--- src/rtl/irq_router_pkg.sv ---
package irq_router_pkg;

    localparam int N_FLAGS = 32;
    localparam int DATA_W  = 32;
    localparam int N_LINES = 2;
    localparam int ADDR_W  = 2;

    typedef logic [N_FLAGS-1:0] flag_vec_t;

    typedef enum logic [ADDR_W-1:0] {
        REG_FLAG    = 2'd0,
        REG_MASK    = 2'd1,
        REG_ROUTE   = 2'd2,
        REG_LINE_EN = 2'd3
    } reg_sel_e;

    // Flag bit positions the group masks depend on
    localparam int BIT_BUS_OFF  = 25;
    localparam int BIT_WARN     = 24;
    localparam int BIT_PASSIVE  = 23;

    localparam flag_vec_t GRP_STATE_MASK = flag_vec_t'((1 << BIT_BUS_OFF) | (1 << BIT_WARN) | (1 << BIT_PASSIVE));
    localparam flag_vec_t GRP_PROTO_MASK = 32'hF800_0000;
    localparam flag_vec_t GRP_BUS_MASK   = 32'hFC77_8088;

    typedef struct packed {
        flag_vec_t           mask;
        flag_vec_t           route;
        logic [N_LINES-1:0]  line_en;
    } cfg_t;

    typedef struct packed {
        logic state;
        logic proto;
        logic bus;
    } grp_sum_t;

    function automatic logic any_hit(flag_vec_t f, flag_vec_t m);
        return |(f & m);
    endfunction

endpackage

--- src/rtl/irq_flag_bank.sv ---
module irq_flag_bank
    import irq_router_pkg::*;
(
    input  logic      clk,
    input  logic      rst,
    input  flag_vec_t evt,
    input  flag_vec_t clr,
    output flag_vec_t flags
);
    flag_vec_t flag_q;

    // Event has priority over a clear of the same bit
    always_ff @(posedge clk) begin
        if (rst) flag_q <= '0;
        else     flag_q <= (flag_q & ~clr) | evt;
    end

    assign flags = flag_q;
endmodule

--- src/rtl/irq_cfg_regs.sv ---
module irq_cfg_regs
    import irq_router_pkg::*;
(
    input  logic              clk,
    input  logic              rst,
    input  logic              wr_en,
    input  logic [ADDR_W-1:0] addr,
    input  logic [DATA_W-1:0] wdata,
    output cfg_t              cfg
);
    cfg_t cfg_q;

    always_ff @(posedge clk) begin
        if (rst) begin
            cfg_q <= '0;
        end else if (wr_en) begin
            case (reg_sel_e'(addr))
                REG_MASK:    cfg_q.mask    <= wdata;
                REG_ROUTE:   cfg_q.route   <= wdata;
                REG_LINE_EN: cfg_q.line_en <= wdata[N_LINES-1:0];
                default:     cfg_q         <= cfg_q;
            endcase
        end
    end

    assign cfg = cfg_q;
endmodule

--- src/rtl/irq_line_mux.sv ---
module irq_line_mux
    import irq_router_pkg::*;
(
    input  flag_vec_t          flags,
    input  cfg_t               cfg,
    output logic [N_LINES-1:0] line
);
    flag_vec_t armed;
    assign armed = flags & cfg.mask;

    for (genvar l = 0; l < N_LINES; l++) begin : g_line
        flag_vec_t sel;
        if (l == 0) begin : g_zero
            assign sel = ~cfg.route;
        end else begin : g_one
            assign sel = cfg.route;
        end
        assign line[l] = any_hit(armed, sel) & cfg.line_en[l];
    end
endmodule

--- src/rtl/irq_group_sum.sv ---
module irq_group_sum
    import irq_router_pkg::*;
(
    input  flag_vec_t flags,
    output grp_sum_t  sum
);
    always_comb begin
        sum.state = any_hit(flags, GRP_STATE_MASK);
        sum.proto = any_hit(flags, GRP_PROTO_MASK);
        sum.bus   = any_hit(flags, GRP_BUS_MASK);
    end
endmodule

--- src/rtl/irq_router.sv ---
module irq_router
    import irq_router_pkg::*;
(
    input  logic               clk,
    input  logic               rst,
    input  logic [N_FLAGS-1:0] evt_i,
    input  logic               wr_en_i,
    input  logic [ADDR_W-1:0]  addr_i,
    input  logic [DATA_W-1:0]  wdata_i,
    output logic [DATA_W-1:0]  rdata_o,
    output logic [N_LINES-1:0] irq_line_o,
    output logic               grp_state_o,
    output logic               grp_proto_o,
    output logic               grp_bus_o
);
    flag_vec_t flag_q;
    flag_vec_t clr_vec;
    cfg_t      cfg_q;
    grp_sum_t  grp;

    assign clr_vec = (wr_en_i && reg_sel_e'(addr_i) == REG_FLAG) ? wdata_i : '0;

    irq_flag_bank u_flags (
        .clk   (clk),
        .rst   (rst),
        .evt   (evt_i),
        .clr   (clr_vec),
        .flags (flag_q)
    );

    irq_cfg_regs u_cfg (
        .clk   (clk),
        .rst   (rst),
        .wr_en (wr_en_i),
        .addr  (addr_i),
        .wdata (wdata_i),
        .cfg   (cfg_q)
    );

    irq_line_mux u_mux (
        .flags (flag_q),
        .cfg   (cfg_q),
        .line  (irq_line_o)
    );

    irq_group_sum u_grp (
        .flags (flag_q),
        .sum   (grp)
    );

    assign grp_state_o = grp.state;
    assign grp_proto_o = grp.proto;
    assign grp_bus_o   = grp.bus;

    always_comb begin
        case (reg_sel_e'(addr_i))
            REG_FLAG:    rdata_o = flag_q;
            REG_MASK:    rdata_o = cfg_q.mask;
            REG_ROUTE:   rdata_o = cfg_q.route;
            REG_LINE_EN: rdata_o = {{(DATA_W-N_LINES){1'b0}}, cfg_q.line_en};
            default:     rdata_o = '0;
        endcase
    end
endmodule

--- config.mk ---
export PLATFORM = sky130hd
export DESIGN_NAME = irq_router
export DESIGN_NICKNAME = d
export VERILOG_FILES = /design/src/rtl/irq_router_pkg.sv /design/src/rtl/irq_flag_bank.sv /design/src/rtl/irq_cfg_regs.sv /design/src/rtl/irq_line_mux.sv /design/src/rtl/irq_group_sum.sv /design/src/rtl/irq_router.sv
export SDC_FILE = /design/constraint.sdc
export NUM_CORES = 1
export LEC_CHECK = 0
export BUFFER_PORTS_ARGS = -buffer_cell sky130_fd_sc_hd__buf_4
export CORE_MARGIN = 2
export CORE_UTILIZATION = 45
export CTS_CLUSTER_DIAMETER = 60
export DETAILED_ROUTE_END_ITERATION = 8
export PLACE_DENSITY = 0.67
export SLEW_MARGIN = 5
export SYNTH_ARGS = -nofsm -noshare
export SYNTH_HDL_FRONTEND = slang
export SYNTH_SLANG_ARGS = --single-unit
--- constraint.sdc ---
create_clock -name clk -period 1.5 [get_ports clk]
set_clock_uncertainty 0.15 [all_clocks]
set_input_delay 0.075 -clock clk [delete_from_list [all_inputs] [get_ports clk]]
set_output_delay 0.075 -clock clk [all_outputs]
set_load 0.1 [all_outputs]
==> results of run 1 <==
power breakdown:
part	internal [mW]	switching [mW]	total (mW)	leakage, nW
clock	0.953	0.978	1.93	0.108
combinational	0.951	1.08	2.03	2.63
sequential	2.73	0.134	2.87	0.831
cell usage in the layout (no fill, tap or decap), types with 9 or more instances in the layout:
cell type      Yosys  routed
a21oi_1           96      90
buf_12             0      44
buf_4              3     132
buf_6              3      51
clkbuf_8           0      13
dfxtp_1           98      30
dfxtp_2            0      59
dfxtp_4            0       9
dlygate4sd3_1      0      80
mux2i_1           32      11
mux2i_2            0      12
mux2i_4            0       9
nand2_1          223     220
nand3_1           33      25
nor2_1            36      34
o21ai_2            0      29
o22ai_1           14      10
path summary, 6_finish.rpt:
check	startpoint	end	slack, ns	cells past startpoint
max	u_flags.flags[6]	irq_line_o[0]	-0.51	5
min	wr_en_i	u_cfg.cfg[0]	0.02	4
max reg2reg	u_flags.flags[14]	u_flags.flags[14]	-0.02	4
min reg2reg	u_cfg.cfg[35]	u_cfg.cfg[35]	0.33	2
repair_timing:
action	CTS	global route
pin swaps	34	32
endpoints found under the hold margin	98	0
gates resized for setup	213	79
hold buffers	95	0
buffers inserted	8	22
setup endpoints to repair	37	59
cloned	0	1
flip-flops by register name (all words and copies together), names as in the netlist:
| signal | flops |
|---|---|
| u_flags.flags | 32 |
| u_cfg.cfg | 66 |
cell usage after synthesis:
cell type / n / area (um^2)
a21oi_1: 96 / 480
buf_6: 3 / 33.8
nor3_1: 2 / 10.0
nand4_1: 8 / 50.1
o22ai_1: 14 / 87.6
or4_1: 1 / 7.51
or2_1: 1 / 6.26
a21boi_0: 1 / 7.51
nor3b_2: 1 / 12.5
nor2b_4: 1 / 13.8
and2_1: 1 / 6.26
clkbuf_1: 16 / 60.1
mux4_2: 2 / 45.0
buf_2: 17 / 85.1
or3_1: 1 / 6.26
nor4_1: 7 / 43.8
a41oi_1: 1 / 8.76
nor2_1: 36 / 135
dfxtp_1: 98 / 1960
inv_1: 1 / 3.75
o2111ai_1: 1 / 8.76
nand3b_1: 3 / 22.5
o21ai_0: 30 / 150
nand2_1: 223 / 837
mux2i_1: 32 / 320
buf_4: 3 / 22.5
nand3_1: 33 / 165
per-stage QoR:
step	instance area, um^2	setup WS, ns
2_1_floorplan	4820	-0.156
3_3_place_gp	6450	-0.164
3_5_place_dp	6450	-0.217
4_1_cts	8400	-0.472
5_1_grt	8770	-0.551
6_report	8770	-0.507
routing by layer:
metal  up-vias  share of wire (%)  routed length (um)
met1      2925                 36                8020
met4         0                4.6                1010
met2       428                 50               11000
li1       2734                  -                   -
met5         -                  0                   0
met3       108                9.6                2120
critical path, delay by kind of cell, from the launching register on:
kind | cells | cell delay [ns]
DFF | 1 | 0.36
buffers and inverters | 1 | 0.22
AOI/OAI and AO/OA | 2 | 0.30
and+or+nand+nor | 2 | 0.51
logic make-up after synthesis:
group | after synthesis | synth area share (%)
AOI/OAI and AO/OA | 143 | 16.2
buffers and inverters | 40 | 4.47
DFF | 98 | 42.7
muxes | 34 | 7.96
and+or+nand+nor | 318 | 28.7
area by class of cell:
| type | instances | area [um^2] |
|---|---|---|
| Timing Repair Buffer | 315 | 3360 |
| Clock inverter | 3 | 45.0 |
| Clock buffer | 13 | 179 |
| Sequential cell | 98 | 2070 |
| Inverter | 1 | 3.75 |
| Multi-Input combinational cell | 495 | 2940 |
| Tap cell | 133 | 166 |
| Fill cell | 447 | 1050 |
==> impl_results.md, run 1 <==
- Final worst slack: -0.507 ns
- Area growth, synth to finish: 91.0%
- Min cycle time layout: 2.01 ns
- Mapped Cells: 633
- Worst-path cell chain: nand2_1 -> o22ai_1 -> nor4_2 -> a41oi_4 -> buf_12
- Remaining Overflow, GRT: 0
- Period utilization: 134%
- Slew Viols, Final: 0
- Post-synthesis register bit count: 98
- Max cap viols: 0
- Routed Antenna Nets: 0
- Final Non-Filler Cells: 1058
- Htree depth: 3
- CTS Sinks: 98
- Routed via count: 6195
- CORE AREA: 9820 um^2
- Vias in the first global route: 6190
- Cell total after placement: 935
- Crit path kind: reg2out
- Site Rows: 36
- Worst-skew pair later-pin latency: about 0.39 ns
- Pin count of the biggest net entering global routing: 37
- RSZ-0062 raised after global routing: true
- Final hold vios: 0
- Cell area power density: ~800 nW/um^2
- CTS Buf Count: 9
- Final Power: 6.82 mW
- I/O pins: approximately 110
- Warnings from Yosys: 0
- Met2 Resource Use GR: 64.3%
- CTS tree: built
- Path category of the worst min-delay check: in2reg
- Maximum clock rate: 498 MHz
- Global-route wire length before repair: roughly 32000 um
- Failing checks: setup timing
- Root Buffer: clkbuf_8
- Seq/Total Area, Yosys: 42.7%
- Number of port buffers: ~110
- Hold WS: 0.0159 ns
- Layout cells sized above 1: 43.7%
- CTS max path bufs: 2
- # DRC: 0
- Routed len/inst: 20.9 um
- Setup violations, final: 41
- Crit-path max FO: 4
- Clock-pin slew on the worst setup and hold paths: 0.10 ns
- Drt first pass iters: 5
- CP peak stage delay: 0.37 ns
- Worst setup EP type: output pin
- Final core occ: 89.3%
- Post-DP HPWL: 11800 um
- Crit path arrival time: ~1.8 ns
- GR Util met3: under 10%
- # nets final: 989
- N_diodes: 0
- Slew @ Worst Pin: 0.392 ns
- Routing usage on met1: 42.2%
- Grt peak-use layer: met2
- Gr usage total: 37.2%
- DR iter-0 viols: 652
- Initial Util: 46.8%
- Avg Cell Area, Syn: 7.25 um^2
- Critical path required time: 1.27 ns
- Setup crit start kind: register
- Final GP Congestion: 0.922
- Total routed wirelength: 22100 um
- Status: finished with violations
- Detail-routed via count per cell: slightly below 6
- Worst vdd ir: a little under 0.9 mV
- Sum of negative setup slack: -3.79 ns
- Leak: 3.56 nW
- Slowest CP cell: nor4_2
- Die Wd: 105 um
- Initial antenna violation count: 0
- Synthesized cell area: 4590 um^2
- Syn_nets: 702
- Slew HR: around 74%
- Total die area: 11000 um^2
- Chip Height: 105 um
- Yosys cell types: 27
(Power assumes the default switching activity.)
==> run 2: changes to the inputs <==
--- a/config.mk
+++ b/config.mk
@@ -5,12 +5,14 @@
 export SDC_FILE = /design/constraint.sdc
 export NUM_CORES = 1
 export LEC_CHECK = 0
+export ABC_AREA = 1
+export ABC_CLOCK_PERIOD_IN_PS = 1500
 export BUFFER_PORTS_ARGS = -buffer_cell sky130_fd_sc_hd__buf_4
 export CORE_MARGIN = 2
 export CORE_UTILIZATION = 45
 export CTS_CLUSTER_DIAMETER = 60
 export DETAILED_ROUTE_END_ITERATION = 8
-export PLACE_DENSITY = 0.67
+export PLACE_DENSITY = 0.66
 export SLEW_MARGIN = 5
 export SYNTH_ARGS = -nofsm -noshare
 export SYNTH_HDL_FRONTEND = slang
==> impl_results.md, run 2 <==
- Status: finished with violations
- Failing checks: setup timing
- Final GP Congestion: 0.858
- Cell total after placement: 968
- Warnings from Yosys: 0
- RSZ-0062 raised after global routing: true
- Mapped Cells: 706
- Sum of negative setup slack: -1.42 ns
- Commonest cells in the netlist: nand2_1, nand3_1, dfxtp_1
- Worst setup EP type: output pin
- Path category of the worst min-delay check: in2reg
- Routed len/inst: 16.0 um
- # DRC: 0
- Post-synth ARST share: 0%
- Syn_nets: 775
- Yosys cell types: 19
- Crit path kind: reg2out
- Gr usage total: 28.3%
- Remaining Overflow, GRT: 0
- Final Non-Filler Cells: 1089
- Post-synthesis register bit count: 98
- Pin count of the biggest net entering global routing: 61
- Chip Height: 108 um
- Total die area: 11700 um^2
- Global-route wire length before repair: 26200 um
- CTS Buf Count: 9
- Post-DP HPWL: 9970 um
- Slew HR: 75.7%
- Maximum clock rate: 538 MHz
- Worst vdd ir: 0.546 mV
- Total routed wirelength: ~17000 um
- Final core occ: 78.9%
- Routed via count: a little under 6000
- Min cycle time layout: 1.86 ns
- CTS tree: built
- Met2 Resource Use GR: between 50% and 60%
- Die Wd: 108 um
- Routing usage on met1: 35.2%
- Htree depth: 3
- Worst-skew pair later-pin latency: 0.37 ns
- Final hold vios: 0
- Final Power: between 6 and 7 mW
- Setup crit start kind: register
- Max cap viols: 0
- Drt first pass iters: 5
- # fillers: 713
- GR Util met3: 4.46%
- Cell area power density: 774 nW/um^2
- Grt peak-use layer: met2
- CTS Sinks: 98
- Seq/Total Area, Yosys: slightly above 40%
- Final worst slack: -0.357 ns
- Top post-synthesis cells by area: dfxtp_1, nand3_1, nand2_1
- Top_reg_cell synth: dfxtp_1
- Critical path required time: 1.27 ns
- Clock-pin slew on the worst setup and hold paths: 0.10 ns
- Commonest cells after routing, fill and taps aside: nand2_1, buf_4, nand3_1, dlygate4sd3_1, nor2_1
- Commonest non-fill, non-tap cell in the layout: nand2_1
- Leak: 3.54 nW
- DR iter-0 viols: 352
- I/O pins: 106
- Area growth, synth to finish: 69.0%
- Number of port buffers: 105
- Most frequent cell after synthesis: nand2_1
- Detail-routed via count per cell: ~5.3
- Initial Util: 46.7%
- Synth area leader: dfxtp_1
- CTS max path bufs: 2
- Pre-CTS WS: -0.00776 ns
- CORE AREA: between 10000 and 15000 um^2
- Synthesized cell area: 4860 um^2
- Period utilization: 124%
- EDFF count, synth: 0
- Setup violations, final: 9
- Synth top area share: 40.3%
- Layout cells sized above 1: 40.7%
- Max reg flops: between 60 and 70
- Vias in the first global route: 5585
- Routed Antenna Nets: 0
- Initial antenna violation count: 0
- Slew Viols, Final: 0
- Crit-path max FO: 3
- # nets final: slightly above 1000
- Root Buffer: clkbuf_8
- Crit path arrival time: around 1.6 ns
- Site Rows: 37
- Avg Cell Area, Syn: 6.89 um^2
- Slew @ Worst Pin: ~0.37 ns
- N_diodes: 0
## run 2: cell types whose count changed in the layout (fill, tap and decap cells not counted), sizes merged, moves of 34 or more
cell    previous run  this run
a211oi             0        34
buf              228       178
inv                1        40
nand2            223       165
nand3             33       151
nor2              36        91
## run 2: what timing repair did
item	CTS	global route
setup buffers	4	7
hold buffers	101	0
setup endpoints to repair	20	38
gates cloned	0	2
gates resized for setup	93	120
endpoints found under the hold margin	98	0
pin swaps	12	35
## run 2: layer usage
layer	part of all wire [%]	vias to the layer above
met5	0	-
met1	42	2761
met4	1.6	0
met2	52	197
met3	4.7	21
li1	-	2844
## run 2: area by class of cell
class	count	area (um^2)	share of cell area, %
clock inverters	4	27.5	0.335
repair buffers	275	2720	33.1
well taps	136	170	2.07
multi-input cells	524	2930	35.7
flip-flops and latches	98	2070	25.2
inverters	40	150	1.83
clock buffers	12	145	1.77
## run 2: logic make-up after synthesis
logic type,share of synthesized area [%]
compound gates,16.0
flops,40.3
simple gates,36.6
buf+inv,7.15
## run 2: worst paths after layout
path / from / endpoint / slack [ns] / cells after the start
worst max register to register: u_flags.flags[21] / u_flags.flags[21] / 0.03 / 4
worst min-delay path: wr_en_i / u_flags.flags[30] / 0.02 / 4
worst min register to register: u_cfg.cfg[35] / u_cfg.cfg[35] / 0.32 / 2
worst max-delay path: u_flags.flags[28] / grp_bus_o / -0.36 / 6
## run 2: where the power goes
| group | switching, mW | total (mW) | internal [mW] |
|---|---|---|---|
| sequential | 0.142 | 2.90 | 2.76 |
| clock | 0.958 | 1.61 | 0.648 |
| combinational | 1.06 | 1.86 | 0.802 |
## run 2: worst max-delay path: stages, from the launching register on
cell and delay, ns:
dfxtp_2 0.36, buf_6 0.12, nor2_4 0.07, nand4_1 0.18, inv_1 0.12, nand4_1 0.17
buf_8 0.23
## run 2: metrics by stage
stage               hold slack [ns]  area (um^2)
finish                       0.0167         8220
global route                 0.0373         8220
CTS                          0.0152         7840
detailed placement            0.135         6410
global placement              0.127         6410
floorplan                    0.0423         5060
